--- src/rtl/can_sched_pkg.sv ---
package can_sched_pkg;

  typedef enum logic [1:0] {
    RES_OK  = 2'b00,
    RES_ERR = 2'b01,
    RES_ARB = 2'b10,
    RES_RSV = 2'b11
  } tx_res_e;

  typedef enum logic {
    ST_IDLE = 1'b0,
    ST_BUSY = 1'b1
  } sched_state_e;

endpackage

--- src/rtl/can_mb_bank.sv ---
module can_mb_bank #(
  parameter int NUM_MB = 3,
  parameter int ID_W   = 11,
  parameter int SEL_W  = 2,
  parameter int RANK_W = 2
) (
  input  logic                          clk,
  input  logic                          rst_n,
  input  logic                          acc,
  input  logic [SEL_W-1:0]              acc_mb,
  input  logic [ID_W-1:0]               acc_id,
  input  logic                          rel,
  input  logic [SEL_W-1:0]              rel_mb,
  output logic [NUM_MB-1:0]             pending,
  output logic [NUM_MB-1:0][ID_W-1:0]   ids,
  output logic [NUM_MB-1:0][RANK_W-1:0] ranks
);
  localparam int CNT_W = $clog2(NUM_MB + 1);

  logic [CNT_W-1:0]  pend_cnt;
  logic [RANK_W-1:0] rel_rank;
  logic [RANK_W-1:0] new_rank;

  // Arrival rank: 0 is the oldest pending request; ranks are dense.
  always_comb begin
    pend_cnt = '0;
    for (int i = 0; i < NUM_MB; i++) begin
      pend_cnt = pend_cnt + CNT_W'(pending[i]);
    end
    rel_rank = ranks[rel_mb];
    new_rank = RANK_W'(pend_cnt - CNT_W'(rel));
  end

  for (genvar g = 0; g < NUM_MB; g++) begin : g_mb
    localparam logic [SEL_W-1:0] IDX = SEL_W'(g);
    always_ff @(posedge clk) begin
      if (!rst_n) begin
        pending[g] <= 1'b0;
        ids[g]     <= '0;
        ranks[g]   <= '0;
      end else if (rel && rel_mb == IDX) begin
        pending[g] <= 1'b0;
        ranks[g]   <= '0;
      end else if (acc && acc_mb == IDX) begin
        pending[g] <= 1'b1;
        ids[g]     <= acc_id;
        ranks[g]   <= new_rank;
      end else if (rel && pending[g] && ranks[g] > rel_rank) begin
        ranks[g]   <= ranks[g] - 1'b1;
      end
    end
  end

endmodule

--- src/rtl/can_mb_arbiter.sv ---
module can_mb_arbiter #(
  parameter int NUM_MB = 3,
  parameter int ID_W   = 11,
  parameter int SEL_W  = 2,
  parameter int RANK_W = 2
) (
  input  logic                          fifo_order,
  input  logic [NUM_MB-1:0]             pending,
  input  logic [NUM_MB-1:0][ID_W-1:0]   ids,
  input  logic [NUM_MB-1:0][RANK_W-1:0] ranks,
  output logic                          found,
  output logic [SEL_W-1:0]              win
);
  logic [SEL_W-1:0]  id_win;
  logic [ID_W-1:0]   id_best;
  logic              id_any;
  logic [SEL_W-1:0]  age_win;
  logic [RANK_W-1:0] age_best;
  logic              age_any;

  // Lowest identifier; strict compare keeps the lower index on ties.
  always_comb begin
    id_win  = '0;
    id_best = '0;
    id_any  = 1'b0;
    for (int i = 0; i < NUM_MB; i++) begin
      if (pending[i] && (!id_any || ids[i] < id_best)) begin
        id_any  = 1'b1;
        id_best = ids[i];
        id_win  = SEL_W'(i);
      end
    end
  end

  // Lowest arrival rank among pending mailboxes.
  always_comb begin
    age_win  = '0;
    age_best = '0;
    age_any  = 1'b0;
    for (int i = 0; i < NUM_MB; i++) begin
      if (pending[i] && (!age_any || ranks[i] < age_best)) begin
        age_any  = 1'b1;
        age_best = ranks[i];
        age_win  = SEL_W'(i);
      end
    end
  end

  assign found = |pending;
  assign win   = fifo_order ? age_win : id_win;

endmodule

--- src/rtl/can_tx_sched.sv ---
module can_tx_sched #(
  parameter int NUM_MB = 3,
  parameter int ID_W   = 11,
  parameter int SEL_W  = $clog2(NUM_MB)
) (
  input  logic              clk,
  input  logic              rst_n,
  input  logic              cfg_fifo_order,
  input  logic              cfg_one_shot,
  input  logic              req_valid,
  output logic              req_ready,
  input  logic [SEL_W-1:0]  req_mb,
  input  logic [ID_W-1:0]   req_id,
  output logic              tx_start,
  output logic              tx_busy,
  output logic [SEL_W-1:0]  tx_sel,
  output logic [ID_W-1:0]   tx_id,
  input  logic              tx_done,
  input  logic [1:0]        tx_result,
  output logic [NUM_MB-1:0] mb_pending,
  output logic [NUM_MB-1:0] mb_done,
  output logic [NUM_MB-1:0] mb_ok
);
  import can_sched_pkg::*;

  localparam int RANK_W = (NUM_MB > 1) ? $clog2(NUM_MB) : 1;

  sched_state_e                 state_q;
  logic                         start_q;
  logic [SEL_W-1:0]             sel_q;
  logic [NUM_MB-1:0]            done_q;
  logic [NUM_MB-1:0]            ok_q;
  logic [NUM_MB-1:0]            pend;
  logic [NUM_MB-1:0][ID_W-1:0]  ids;
  logic [NUM_MB-1:0][RANK_W-1:0] ranks;
  logic                         acc;
  logic                         finish;
  logic                         success;
  logic                         rel;
  logic                         found;
  logic [SEL_W-1:0]             win;

  assign req_ready = !pend[req_mb];
  assign acc       = req_valid && req_ready;
  assign finish    = (state_q == ST_BUSY) && tx_done;
  assign success   = (tx_result == RES_OK);
  assign rel       = finish && (success || cfg_one_shot);

  can_mb_bank #(
    .NUM_MB(NUM_MB), .ID_W(ID_W), .SEL_W(SEL_W), .RANK_W(RANK_W)
  ) u_bank (
    .clk     (clk),
    .rst_n   (rst_n),
    .acc     (acc),
    .acc_mb  (req_mb),
    .acc_id  (req_id),
    .rel     (rel),
    .rel_mb  (sel_q),
    .pending (pend),
    .ids     (ids),
    .ranks   (ranks)
  );

  can_mb_arbiter #(
    .NUM_MB(NUM_MB), .ID_W(ID_W), .SEL_W(SEL_W), .RANK_W(RANK_W)
  ) u_arb (
    .fifo_order (cfg_fifo_order),
    .pending    (pend),
    .ids        (ids),
    .ranks      (ranks),
    .found      (found),
    .win        (win)
  );

  always_ff @(posedge clk) begin
    if (!rst_n) begin
      state_q <= ST_IDLE;
      start_q <= 1'b0;
      sel_q   <= '0;
    end else begin
      start_q <= 1'b0;
      case (state_q)
        ST_IDLE: if (found) begin
          state_q <= ST_BUSY;
          start_q <= 1'b1;
          sel_q   <= win;
        end
        ST_BUSY: if (tx_done) state_q <= ST_IDLE;
        default: state_q <= ST_IDLE;
      endcase
    end
  end

  for (genvar g = 0; g < NUM_MB; g++) begin : g_stat
    localparam logic [SEL_W-1:0] IDX = SEL_W'(g);
    always_ff @(posedge clk) begin
      if (!rst_n) begin
        done_q[g] <= 1'b0;
        ok_q[g]   <= 1'b0;
      end else begin
        done_q[g] <= rel && sel_q == IDX;
        if (rel && sel_q == IDX) ok_q[g] <= success;
      end
    end
  end

  assign tx_start   = start_q;
  assign tx_busy    = (state_q == ST_BUSY);
  assign tx_sel     = sel_q;
  assign tx_id      = ids[sel_q];
  assign mb_pending = pend;
  assign mb_done    = done_q;
  assign mb_ok      = ok_q;

endmodule

--- config.mk ---
export PLATFORM = sky130hd
export DESIGN_NAME = can_tx_sched
export DESIGN_NICKNAME = d
export VERILOG_FILES = /design/src/rtl/can_sched_pkg.sv /design/src/rtl/can_mb_bank.sv /design/src/rtl/can_mb_arbiter.sv /design/src/rtl/can_tx_sched.sv
export SDC_FILE = /design/constraint.sdc
export NUM_CORES = 1
export LEC_CHECK = 0
export ABC_AREA = 0
export ABC_CLOCK_PERIOD_IN_PS = 4400
export BUFFER_PORTS_ARGS = -buffer_cell sky130_fd_sc_hd__clkbuf_2
export CORE_MARGIN = 4
export CORE_UTILIZATION = 58
export CTS_CLUSTER_SIZE = 25
export DETAILED_ROUTE_END_ITERATION = 10
export GPL_ROUTABILITY_DRIVEN = 1
export GPL_TIMING_DRIVEN = 0
export HOLD_SLACK_MARGIN = 0.06
export PLACE_DENSITY = 0.87
export SYNTH_ARGS = -nofsm -noshare
export SYNTH_HDL_FRONTEND = slang
export SYNTH_HIERARCHICAL = 1
export SYNTH_SLANG_ARGS = --single-unit
--- constraint.sdc ---
create_clock -name clk -period 4.4 [get_ports clk]
set_input_delay 1.32 -clock clk [delete_from_list [all_inputs] [get_ports clk]]
set_output_delay 1.32 -clock clk [all_outputs]
set_load 0.02 [all_outputs]
==> metrics.yaml, run 1 <==
routing:
  wirelength_mm: 8.51
  drtIter0Drc: 146
  drc: 0
  drtAntennaViolNets: 0
  drt_pass1_iterations: 4
  via_per_inst: 5.86
  wl_per_cell_um: 16.5
  vias: 3022
worst_setup_path:
  critical_path.max_stage_delay_ns: 0.45
  arrival_ns: 4.39
  cp.required_ns: 4.66
  critPathSlowestCell: "dfxtp_2"
  crit_chain: "buf_4 > clkbuf_2 > nand2_1 > ha_1 > nand4_2 > o31a_1 > a22oi_4 > buf_6 > buf_8 > a31oi_1 > ha_1 > a21oi_1 > nor2_1 > o21ai_0 > and4b_1 > o2111ai_1 > a31oi_1 > mux2i_1 > nor2b_1"
  endpoint_kind: "register"
  critPathMaxFanout: 10
  cp_top_family: "compound AO/OA/AOI/OAI gates"
  setup.worst_path.start: "u_bank/pending[0]"
  reg2reg_from: "u_bank/pending[0]"
  startpoint_type: "register"
  worstSetupPathType: "register to register"
  path_buf_inv: 4
timing:
  slew_violations: 0
  tightest_slew_ns: 0.588
  slew_headroom_pct: 60.7
  hold_viol: 0
  setup_ws_ns: 0.271
  fin_crit_ns: 4.13
  setup_viol_count_final: 0
  max_freq_mhz: 242
  setup_tns_ns: 0
  fin_crit_sh_pct: 93.8
  fin_worst_skew_ns: 0.00826
  rsz0062_at_grt: "false"
placement:
  place_hpwl_mm: 6.23
  place_congestion: 0.925
  placed_area_um2: 3850
  port_buffers: 45
  place_ws_ns: 0.0339
floorplan:
  die_area_um2: 7410
  die_y_um: 86.1
  die_x_um: 86.1
  core_um2: 5920
  placementRows: 28
  ios: 46
  initial_core_util_pct: 59.7
synthesis:
  synth_edf_count: 0
  syn_area_um2: 3530
  syn_area_per_cell_um2: 9.11
  syn_nets: 440
  ys_seq_area_share_pct: 29.5
  ys_ff_latch: 52
  yosysUniqueCellTypes: 54
  synth_cells: 388
  ys.flop_type: "dfxtp_1"
  synth-async-reset-ratio_pct: 0
  synth-warning-count: 6
grt:
  antenna_found_initial: 0
  grt_pass1_wl_mm: 14.3
  grt_pass1_vias: 3067
  grt_overflow: 0
  grtUsageTotal_pct: 23.9
  grt_max_degree: 18
finish:
  drive_above_1_share_pct: 18.8
  fillers: 494
  fin_nets: 492
  fin_area_um2: 3980
  area_delta_synth_final_pct: 12.5
  n_antenna_cell: 0
cts:
  h-tree-depth: 2
  root_buffer: "clkbuf_8"
  clock_latency_ns: 0.31
  clock_path_buffers: 2
  clock_sinks: 52
  cts_setup_buffers: 0
  cts_buffers: 5
  clkTransAtPathRegs_ns: 0.10
  cts_tree: "yes"
job:
  cap_violations: 0
power_and_ir_drop:
  power.leakage_nw: 1.64
  powerDensity_nw_per_um2: 268
  ir_drop_mv: 0.173
min_path:
  holdCritStartpoint: "mb_ok[0]"
  hp-class: "register to register"
status:
  status: "completed"
-- Yosys cell counts (all sizes together) (2+ instances only) --
cell type / count / area, um^2
nor4: 4 / 37.5
o21ai: 19 / 95.1
ha: 30 / 375
and4b: 2 / 20.0
a211oi: 9 / 67.6
inv: 11 / 41.3
and2: 4 / 25.0
buf: 11 / 97.6
nand3b: 5 / 37.5
xnor2: 4 / 35.0
a21oi: 11 / 55.1
xor2: 3 / 26.3
mux2i: 52 / 521
o2111ai: 3 / 26.3
nand2b: 8 / 50.1
nand2: 39 / 149
o31a: 2 / 17.5
nor3b: 2 / 20.0
nor2b: 51 / 322
or2: 2 / 12.5
nand4: 4 / 31.3
a22oi: 2 / 28.8
nor2: 14 / 55.1
a21o: 2 / 15.0
o22ai: 2 / 12.5
and2b: 3 / 30.0
clkbuf: 7 / 26.3
a31oi: 15 / 100
dfxtp: 52 / 1040
o211ai: 3 / 22.5
-- worst paths after layout --
kind | cells past startpoint | endpoint | slack, ns
max reg2reg | 19 | tx_sel[1] | 0.27
min reg2reg | 2 | mb_ok[0] | 0.46
max | 19 | tx_sel[1] | 0.27
min | 2 | mb_ok[0] | 0.46
-- where the power goes --
part / switching (mW) / total, mW / leakage (nW) / internal [mW]
combinational: 0.123 / 0.217 / 1.15 / 0.0939
clock: 0.167 / 0.338 / 0.0583 / 0.172
sequential: 0.0235 / 0.512 / 0.423 / 0.489
total: 0.313 / 1.07 / 1.64 / 0.754
-- flip-flops by register name, indices dropped and copies added (netlist names) --
register        count
u_bank/ids         33
u_bank/pending      3
mb_ok               3
mb_done             3
tx_start            1
tx_busy             1
u_bank/ranks        6
tx_sel              2
-- kinds of logic after synthesis --
family	Yosys count	share of synthesized area, %
buf+inv	29	4.67
xor+xnor	7	1.73
fa+ha+maj	31	11.2
mux	52	14.7
compound gates	73	14.1
flops	52	29.5
simple gates	144	24.2
-- layout make-up --
type	count	area, um^2	area share [%]
sequential	52	1040	26.2
tap	75	93.8	2.36
timing repair buffer	45	225	5.66
clock buffer	5	68.8	1.73
buffer	18	129	3.24
clock inverter	3	47.5	1.20
inverter	11	41.3	1.04
multi-input combinational	307	2330	58.6
-- worst register-to-register path, delay by kind of cell, from the launching register on --
kind	cells	cell delay [ns]
compound gates	7	1.37
buf+inv	4	0.83
simple gates	5	0.67
fa+ha+maj	2	0.64
flops	1	0.45
mux	1	0.10
-- through the flow --
step	utilization [%]	hold slack, ns	total power [mW]	std cells
after floorplan	-	0.515	0.671	388
after global placement	65.1	0.448	0.727	508
after detailed placement	65.1	0.456	0.735	508
after CTS	67.1	0.471	1.07	516
after global routing	67.2	0.498	1.12	516
final	67.2	0.463	1.07	516
-- layer usage --
layer,track usage [%],wire (um)
met5,0,0
met3,3.94,460
met4,8.06,211
met2,42.5,4110
met1,29.0,3720
-- cells in the final DEF (no fill, tap or decap), types with 4 or more instances in the layout --
cell type	n
nand2_1	38
a211oi_1	9
and2_1	4
nand2b_1	8
dfxtp_1	51
xnor2_1	4
nand3b_1	5
clkbuf_1	5
nor2_1	13
a31oi_1	14
buf_6	4
clkbuf_8	5
mux2i_1	52
nor2b_1	50
inv_1	11
clkbuf_2	46
ha_1	30
o21ai_0	18
a21oi_1	11
-- repair_timing --
item,CTS,global route
resized for setup,1,5
hold buffers,0,0
endpoints found under the setup margin,2,2
No activity file was read; power rests on OpenSTA's default activity.
==> run 2, diff against run 1 <==
--- a/config.mk
+++ b/config.mk
@@ -8,3 +8,3 @@
 export ABC_AREA = 0
-export ABC_CLOCK_PERIOD_IN_PS = 4400
+export ABC_CLOCK_PERIOD_IN_PS = 4000
 export BUFFER_PORTS_ARGS = -buffer_cell sky130_fd_sc_hd__clkbuf_2
==> constraint.sdc (replaced) <==
create_clock -name clk -period 4 [get_ports clk]
set_input_delay 0.8 -clock clk [delete_from_list [all_inputs] [get_ports clk]]
set_output_delay 0.8 -clock clk [all_outputs]
set_load 0.02 [all_outputs]
==> run 2 against run 1 <==
  * Sequential share of layout area is 0.19 points lower
  * Count of clock-buffer cells in the layout stayed put
  * Sequential power is 10% higher
  * Global-route usage hardly changed
  * Worst setup slack worse by 0.030 ns
  * Core utilization is 0.66 points higher
  * Critical endpoint unchanged
  * Combinational power is 12% higher
==> metrics.yaml, run 2 (same netlist as run 1, synthesis figures left out) <==
placement:
  place_congestion: 0.925  # unchanged
  place_hpwl_mm: 6.23  # unchanged
  dpl.cell_count: 508  # unchanged
  place_ws_ns: -0.366  # -0.400 ns
  port_buffers: 45  # unchanged
routing:
  met1Wirelength_mm: 3.78  # +1.7%
  drtIter0Drc: 172  # +18%
  wl_per_cell_um: 16.4  # -0.41%
  drc: 0  # unchanged
  wirelength_mm: 8.54  # +0.36%
  top_layer: "met4"
  wl_met2_mm: 4.22  # +2.6%
  vias: 3040  # +0.60%
  drtAntennaViolNets: 0  # unchanged
  wl_met3_um: 424  # -7.8%
  via_per_inst: 5.85  # -0.18%
  drt_pass1_iterations: 4  # unchanged
worst_setup_path:
  critPathMaxFanout: 11  # +1
  critPathSlowestCell: "dfxtp_4"
  path_buf_inv: 3  # -1
  arrival_ns: 4.02  # -0.37 ns
  worstSetupPathType: "register to register"
  cp_top_family: "compound AO/OA/AOI/OAI gates"
  cp.required_ns: 4.26  # -0.40 ns
  crit_chain: "clkbuf_4 > nand2_1 > ha_1 > nand4_2 > o31a_1 > a22oi_4 > buf_6 > buf_8 > a31oi_1 > ha_1 > a21oi_1 > nor2_1 > o21ai_0 > and4b_1 > o2111ai_1 > a31oi_1 > mux2i_1 > nor2b_1"
  critical_path.max_stage_delay_ns: 0.43  # -0.02 ns
  endpoint_kind: "register"
  startpoint_type: "register"
timing:
  setup_ws_ns: 0.241  # -0.0296 ns
  tightest_slew_ns: 0.584  # -0.00386 ns
  setup_viol_count_final: 0  # unchanged
  max_freq_mhz: 266  # +9.9%
  slew_violations: 0  # unchanged
  slew_headroom_pct: 60.9  # +0.26 points
  fin_crit_ns: 3.76  # -0.370 ns
  fin_crit_sh_pct: 94.0  # +0.13 points
  fin_worst_skew_ns: 0.0104  # +0.00211 ns
  hold_viol: 0  # unchanged
finish:
  drive_above_1_share_pct: 19.6  # +0.73 points
  reg.largest.list: "u_bank/ids x33, u_bank/ranks x6"
  fin_nets: 496  # +0.81%
  area_delta_synth_final_pct: 13.6
  utilization_pct: 67.8  # +0.66 points
  largest_reg_flops: 33  # unchanged
  final-instance-count-excl-fill: 520  # +0.78%
  top_register: "u_bank/ids"
  mostFrequentLayoutCells: "52 x mux2i_1, 51 x dfxtp_1, 50 x nor2b_1, 45 x clkbuf_2, 38 x nand2_1"
  n_antenna_cell: 0  # unchanged
  final_common_cell: "mux2i_1"
power_and_ir_drop:
  ir_drop_mv: 0.191  # +10%
  powerDensity_nw_per_um2: 293  # +9.3%
  power.leakage_nw: 1.66  # +1.4%
  total_power_mw: 1.18  # +10%
cts:
  cts_tree: "yes"
  root_buffer: "clkbuf_8"
  clock_latency_ns: 0.32  # about the same
  cts_buffers: 5  # unchanged
  h-tree-depth: 2  # unchanged
  clkTransAtPathRegs_ns: 0.10  # about the same
  clock_path_buffers: 2  # unchanged
  clock_sinks: 52  # unchanged
floorplan:
  die_x_um: 86.1  # unchanged
  die_y_um: 86.1  # unchanged
  core_um2: 5920  # unchanged
  die_area_um2: 7410  # unchanged
  placementRows: 28  # unchanged
  initial_core_util_pct: 59.7  # unchanged
  ios: 46  # unchanged
min_path:
  hp-class: "register to register"
grt:
  grtUsageTotal_pct: 23.9  # +0.040 points
  grt_pass1_vias: 3068  # +0.033%
  grt_overflow: 0  # unchanged
  grt_pass1_wl_mm: 14.3  # +0.24%
  antenna_found_initial: 0  # unchanged
  grt_max_degree: 18  # unchanged
status:
  status: "completed"
job:
  cap_violations: 0  # unchanged
[run 2: changes by cell type in the layout (fill, tap and decap cells not counted)]
cell / previous run / this run
dfxtp_4: 0 / 1
o21ai_0: 18 / 17
dfxtp_2: 1 / 0
o21ai_1: 1 / 2
clkbuf_2: 46 / 45
buf_6: 4 / 5
buf_4: 3 / 7
[run 2: area by class of cell]
type                       count  area (um^2)
buffer                        17          128
clock buffer                   5         68.8
clock inverter                 3         47.5
fill                         486         1910
inverter                      11         41.3
multi-input combinational    307         2330
sequential                    52         1040
tap                           75         93.8
timing repair buffer          50          263
[run 2: tightest hold or removal path: stages (launching register included)]
cell and delay (ns):
dfxtp_1 0.33, nand2_1 0.05, mux2i_1 0.05
[run 2: report_power, final]
group          internal, mW  switching, mW  leakage (nW)
Sequential            0.537         0.0261         0.423
Combinational         0.107          0.136          1.18
Clock                 0.189          0.184        0.0583
Total                 0.832          0.345          1.66
[run 2: worst paths after layout]
kind / slack, ns / to / cells past startpoint / from
worst max-delay path: 0.24 / tx_sel[1] / 18 / u_bank/pending[0]
worst min-delay path: 0.46 / mb_ok[0] / 2 / mb_ok[0]
worst max register to register: 0.24 / tx_sel[1] / 18 / u_bank/pending[0]
worst min register to register: 0.46 / mb_ok[0] / 2 / mb_ok[0]
[run 2: repair_timing]
item                       in CTS  in global routing
hold buffers                    0                  0
setup endpoints to repair       2                  2
resized for setup               6                  3
pin swaps                       0                  0
buffers inserted                0                  5
gates cloned                    0                  0
[run 2: routing by layer]
metal / up-vias / track usage (%)
li1: 1505 / -
met1: 1434 / 28.9
met2: 88 / 42.7
met4: 0 / 8.06
met3: 13 / 3.94
met5: - / 0
[run 2: metrics by stage]
stage	cell area [um^2]	hold slack [ns]	TNS, ns
6_report	4020	0.463	0
5_1_grt	4020	0.498	-0.00626
4_1_cts	3980	0.471	0
3_5_place_dp	3850	0.456	-0.727
3_3_place_gp	3850	0.448	-0.462
2_1_floorplan	3530	0.515	0
==> run 3, diff against run 2 <==
--- a/config.mk
+++ b/config.mk
@@ -8,6 +8,6 @@
 export ABC_AREA = 0
-export ABC_CLOCK_PERIOD_IN_PS = 4000
+export ABC_CLOCK_PERIOD_IN_PS = 4400
 export BUFFER_PORTS_ARGS = -buffer_cell sky130_fd_sc_hd__clkbuf_2
 export CORE_MARGIN = 4
-export CORE_UTILIZATION = 58
+export CORE_UTILIZATION = 63
 export CTS_CLUSTER_SIZE = 25
@@ -17,3 +17,3 @@
 export HOLD_SLACK_MARGIN = 0.06
-export PLACE_DENSITY = 0.87
+export PLACE_DENSITY = 0.93
 export SYNTH_ARGS = -nofsm -noshare
==> constraint.sdc (replaced) <==
create_clock -name clk -period 4.4 [get_ports clk]
set_input_delay 0.66 -clock clk [delete_from_list [all_inputs] [get_ports clk]]
set_output_delay 0.66 -clock clk [all_outputs]
set_load 0.02 [all_outputs]
==> run 3 against run 2 <==
  * Power is 8.7% lower
  * Wire length is 2.5% higher
  * Via count is 2.4% higher
  * Critical endpoint unchanged
  * Cell area is 0.56% lower
  * Worst setup slack worse by 0.038 ns
  * Critical path type unchanged
  * Clock skew is 0.00097 ns higher
  * Largest power group unchanged
  * Highest routed layer unchanged
  * Core utilization is 5.1 points higher
  * Clock power is 8.3% lower
  * Register-to-register slack worse by 0.04 ns
==> metrics.yaml, run 3 (same netlist as run 1, synthesis figures left out) <==
status:
  status: "completed"
power_and_ir_drop:
  ir_drop_mv: 0.212  # +11%
  power.leakage_nw: 1.64  # -1.2%
  powerDensity_nw_per_um2: 269  # -8.2%
worst_setup_path:
  critPathMaxFanout: 10  # -1
  arrival_ns: 4.46  # +0.44 ns
  critical_path.max_stage_delay_ns: 0.42  # about the same
  cp_top_family: "compound AO/OA/AOI/OAI gates"
  startpoint_type: "register"
  cp.required_ns: 4.66  # +0.40 ns
  critPathSlowestCell: "dfxtp_4"
  path_buf_inv: 4  # +1
  crit_chain: "buf_4 > clkbuf_4 > nand2_1 > ha_1 > a211oi_2 > o22ai_1 > a31oi_2 > a22oi_4 > buf_6 > buf_8 > a31oi_1 > ha_1 > a21oi_1 > nor2_1 > o21ai_0 > and4b_1 > o2111ai_1 > a31oi_2 > mux2i_1 > nor2b_1"
  endpoint_kind: "register"
  reg2reg_slack_ns: 0.20  # -0.04 ns
  worstSetupPathType: "register to register"
cts:
  clock_latency_ns: 0.31  # about the same
  clkTransAtPathRegs_ns: 0.11  # about the same
  clock_path_buffers: 2  # unchanged
  cts_buffers: 5  # unchanged
  clock_sinks: 52  # unchanged
  cts_tree: "yes"
  root_buffer: "clkbuf_8"
  h-tree-depth: 2  # unchanged
timing:
  hold_viol: 0  # unchanged
  fin_crit_ns: 4.20  # +0.438 ns
  rsz0062_at_grt: "false"
  slew_headroom_pct: 58.0  # -3.0 points
  tightest_slew_ns: 0.628  # +0.0441 ns
  fin_worst_skew_ns: 0.0113  # +0.000966 ns
  fin_crit_sh_pct: 95.4  # +1.4 points
  slew_violations: 0  # unchanged
  setup_viol_count_final: 0  # unchanged
  max_freq_mhz: 238  # -10%
  setup_ws_ns: 0.203  # -0.0385 ns
  setup_tns_ns: 0  # unchanged
grt:
  antenna_found_initial: 0  # unchanged
  grt_overflow: 0  # unchanged
  grt_max_degree: 18  # unchanged
  grt_pass1_wl_mm: 14.8  # +3.2%
  grt_pass1_vias: 3051  # -0.55%
  grtUsageTotal_pct: 25.6  # +1.7 points
finish:
  fin_nets: 493  # -0.60%
  utilization_pct: 73.0  # +5.1 points
  area_delta_synth_final_pct: 13.0
  largest_reg_flops: 33  # unchanged
  fin_area_um2: 3990  # -0.56%
  final_common_cell: "mux2i_1"
  reg.largest.list: "u_bank/ids x33, u_bank/ranks x6"
  top_register: "u_bank/ids"
  n_antenna_cell: 0  # unchanged
  drive_above_1_share_pct: 19.5  # -0.094 points
  mostFrequentLayoutCells: "52 x mux2i_1, 51 x dfxtp_1, 50 x nor2b_1, 46 x clkbuf_2, 38 x nand2_1"
routing:
  drc: 0  # unchanged
  vias: 3114  # +2.4%
  drt_pass1_iterations: 5  # +1
  wl_per_cell_um: 17.0  # +3.7%
  via_per_inst: 6.06  # +3.6%
  wirelength_mm: 8.75  # +2.5%
  drtIter0Drc: 185  # +7.6%
  drtAntennaViolNets: 0  # unchanged
floorplan:
  ios: 46  # unchanged
  initial_core_util_pct: 64.6  # +4.9 points
  die_x_um: 82.9  # -3.7%
  placementRows: 27  # -3.6%
  core_um2: 5470  # -7.6%
  die_y_um: 82.9  # -3.7%
  die_area_um2: 6870  # -7.2%
job:
  cap_violations: 0  # unchanged
placement:
  place_hpwl_mm: 6.14  # -1.5%
  place_congestion: 0.940  # +1.6%
  port_buffers: 45  # unchanged
  placed_area_um2: 3850  # about the same
  place_ws_ns: 0.000888  # +0.367 ns
min_path:
  hp-class: "register to register"
==> run 3: report_power, final <==
part	switching (mW)	internal, mW
clock	0.169	0.172
combinational	0.126	0.0968
sequential	0.0239	0.488
==> run 3: area by class of cell <==
class                           count  area (um^2)
Multi-Input combinational cell    307         2340
Inverter                           11         41.3
Buffer                             18          129
Tap cell                           72         90.1
Timing Repair Buffer               46          233
Clock inverter                      3         46.3
Sequential cell                    52         1040
Fill cell                         400         1480
Clock buffer                        5         68.8
==> run 3: layer usage <==
layer / up-vias / global-route usage, % / part of all wire, %
li1: 1494 / - / -
met1: 1437 / 32.4 / 42
met2: 139 / 42.3 / 47
met3: 44 / 5.16 / 6.7
met4: 0 / 11.1 / 4.2
met5: - / 0 / 0
==> run 3: path summary, 6_finish.rpt <==
| check | to | cells after the start | from |
|---|---|---|---|
| worst max-delay path | tx_sel[1] | 20 | u_bank/pending[0] |
| worst min-delay path | mb_ok[0] | 2 | mb_ok[0] |
| worst max register to register | tx_sel[1] | 20 | u_bank/pending[0] |
| worst min register to register | mb_ok[0] | 2 | mb_ok[0] |
==> run 3: tightest hold or removal path: cells and delay by family (launching register included) <==
kind	cells	cell delay [ns]
DFF	1	0.33
muxes	1	0.05
and+or+nand+nor	1	0.05
==> run 3: timing repair <==
action                                  CTS  global route
setup buffers                             0             1
resized for setup                         2             6
hold buffers                              0             0
hold endpoints to repair                  0             0
endpoints found under the setup margin    2             2
pin swaps                                 0             0
==> run 3: per-stage QoR <==
step                total power [mW]  cells  hold WS [ns]
detailed placement             0.735    505         0.463
floorplan                      0.671    388         0.515
finish                          1.08    514         0.470
global placement               0.725    505         0.444
global route                    1.13    514         0.498
CTS                             1.07    513         0.478
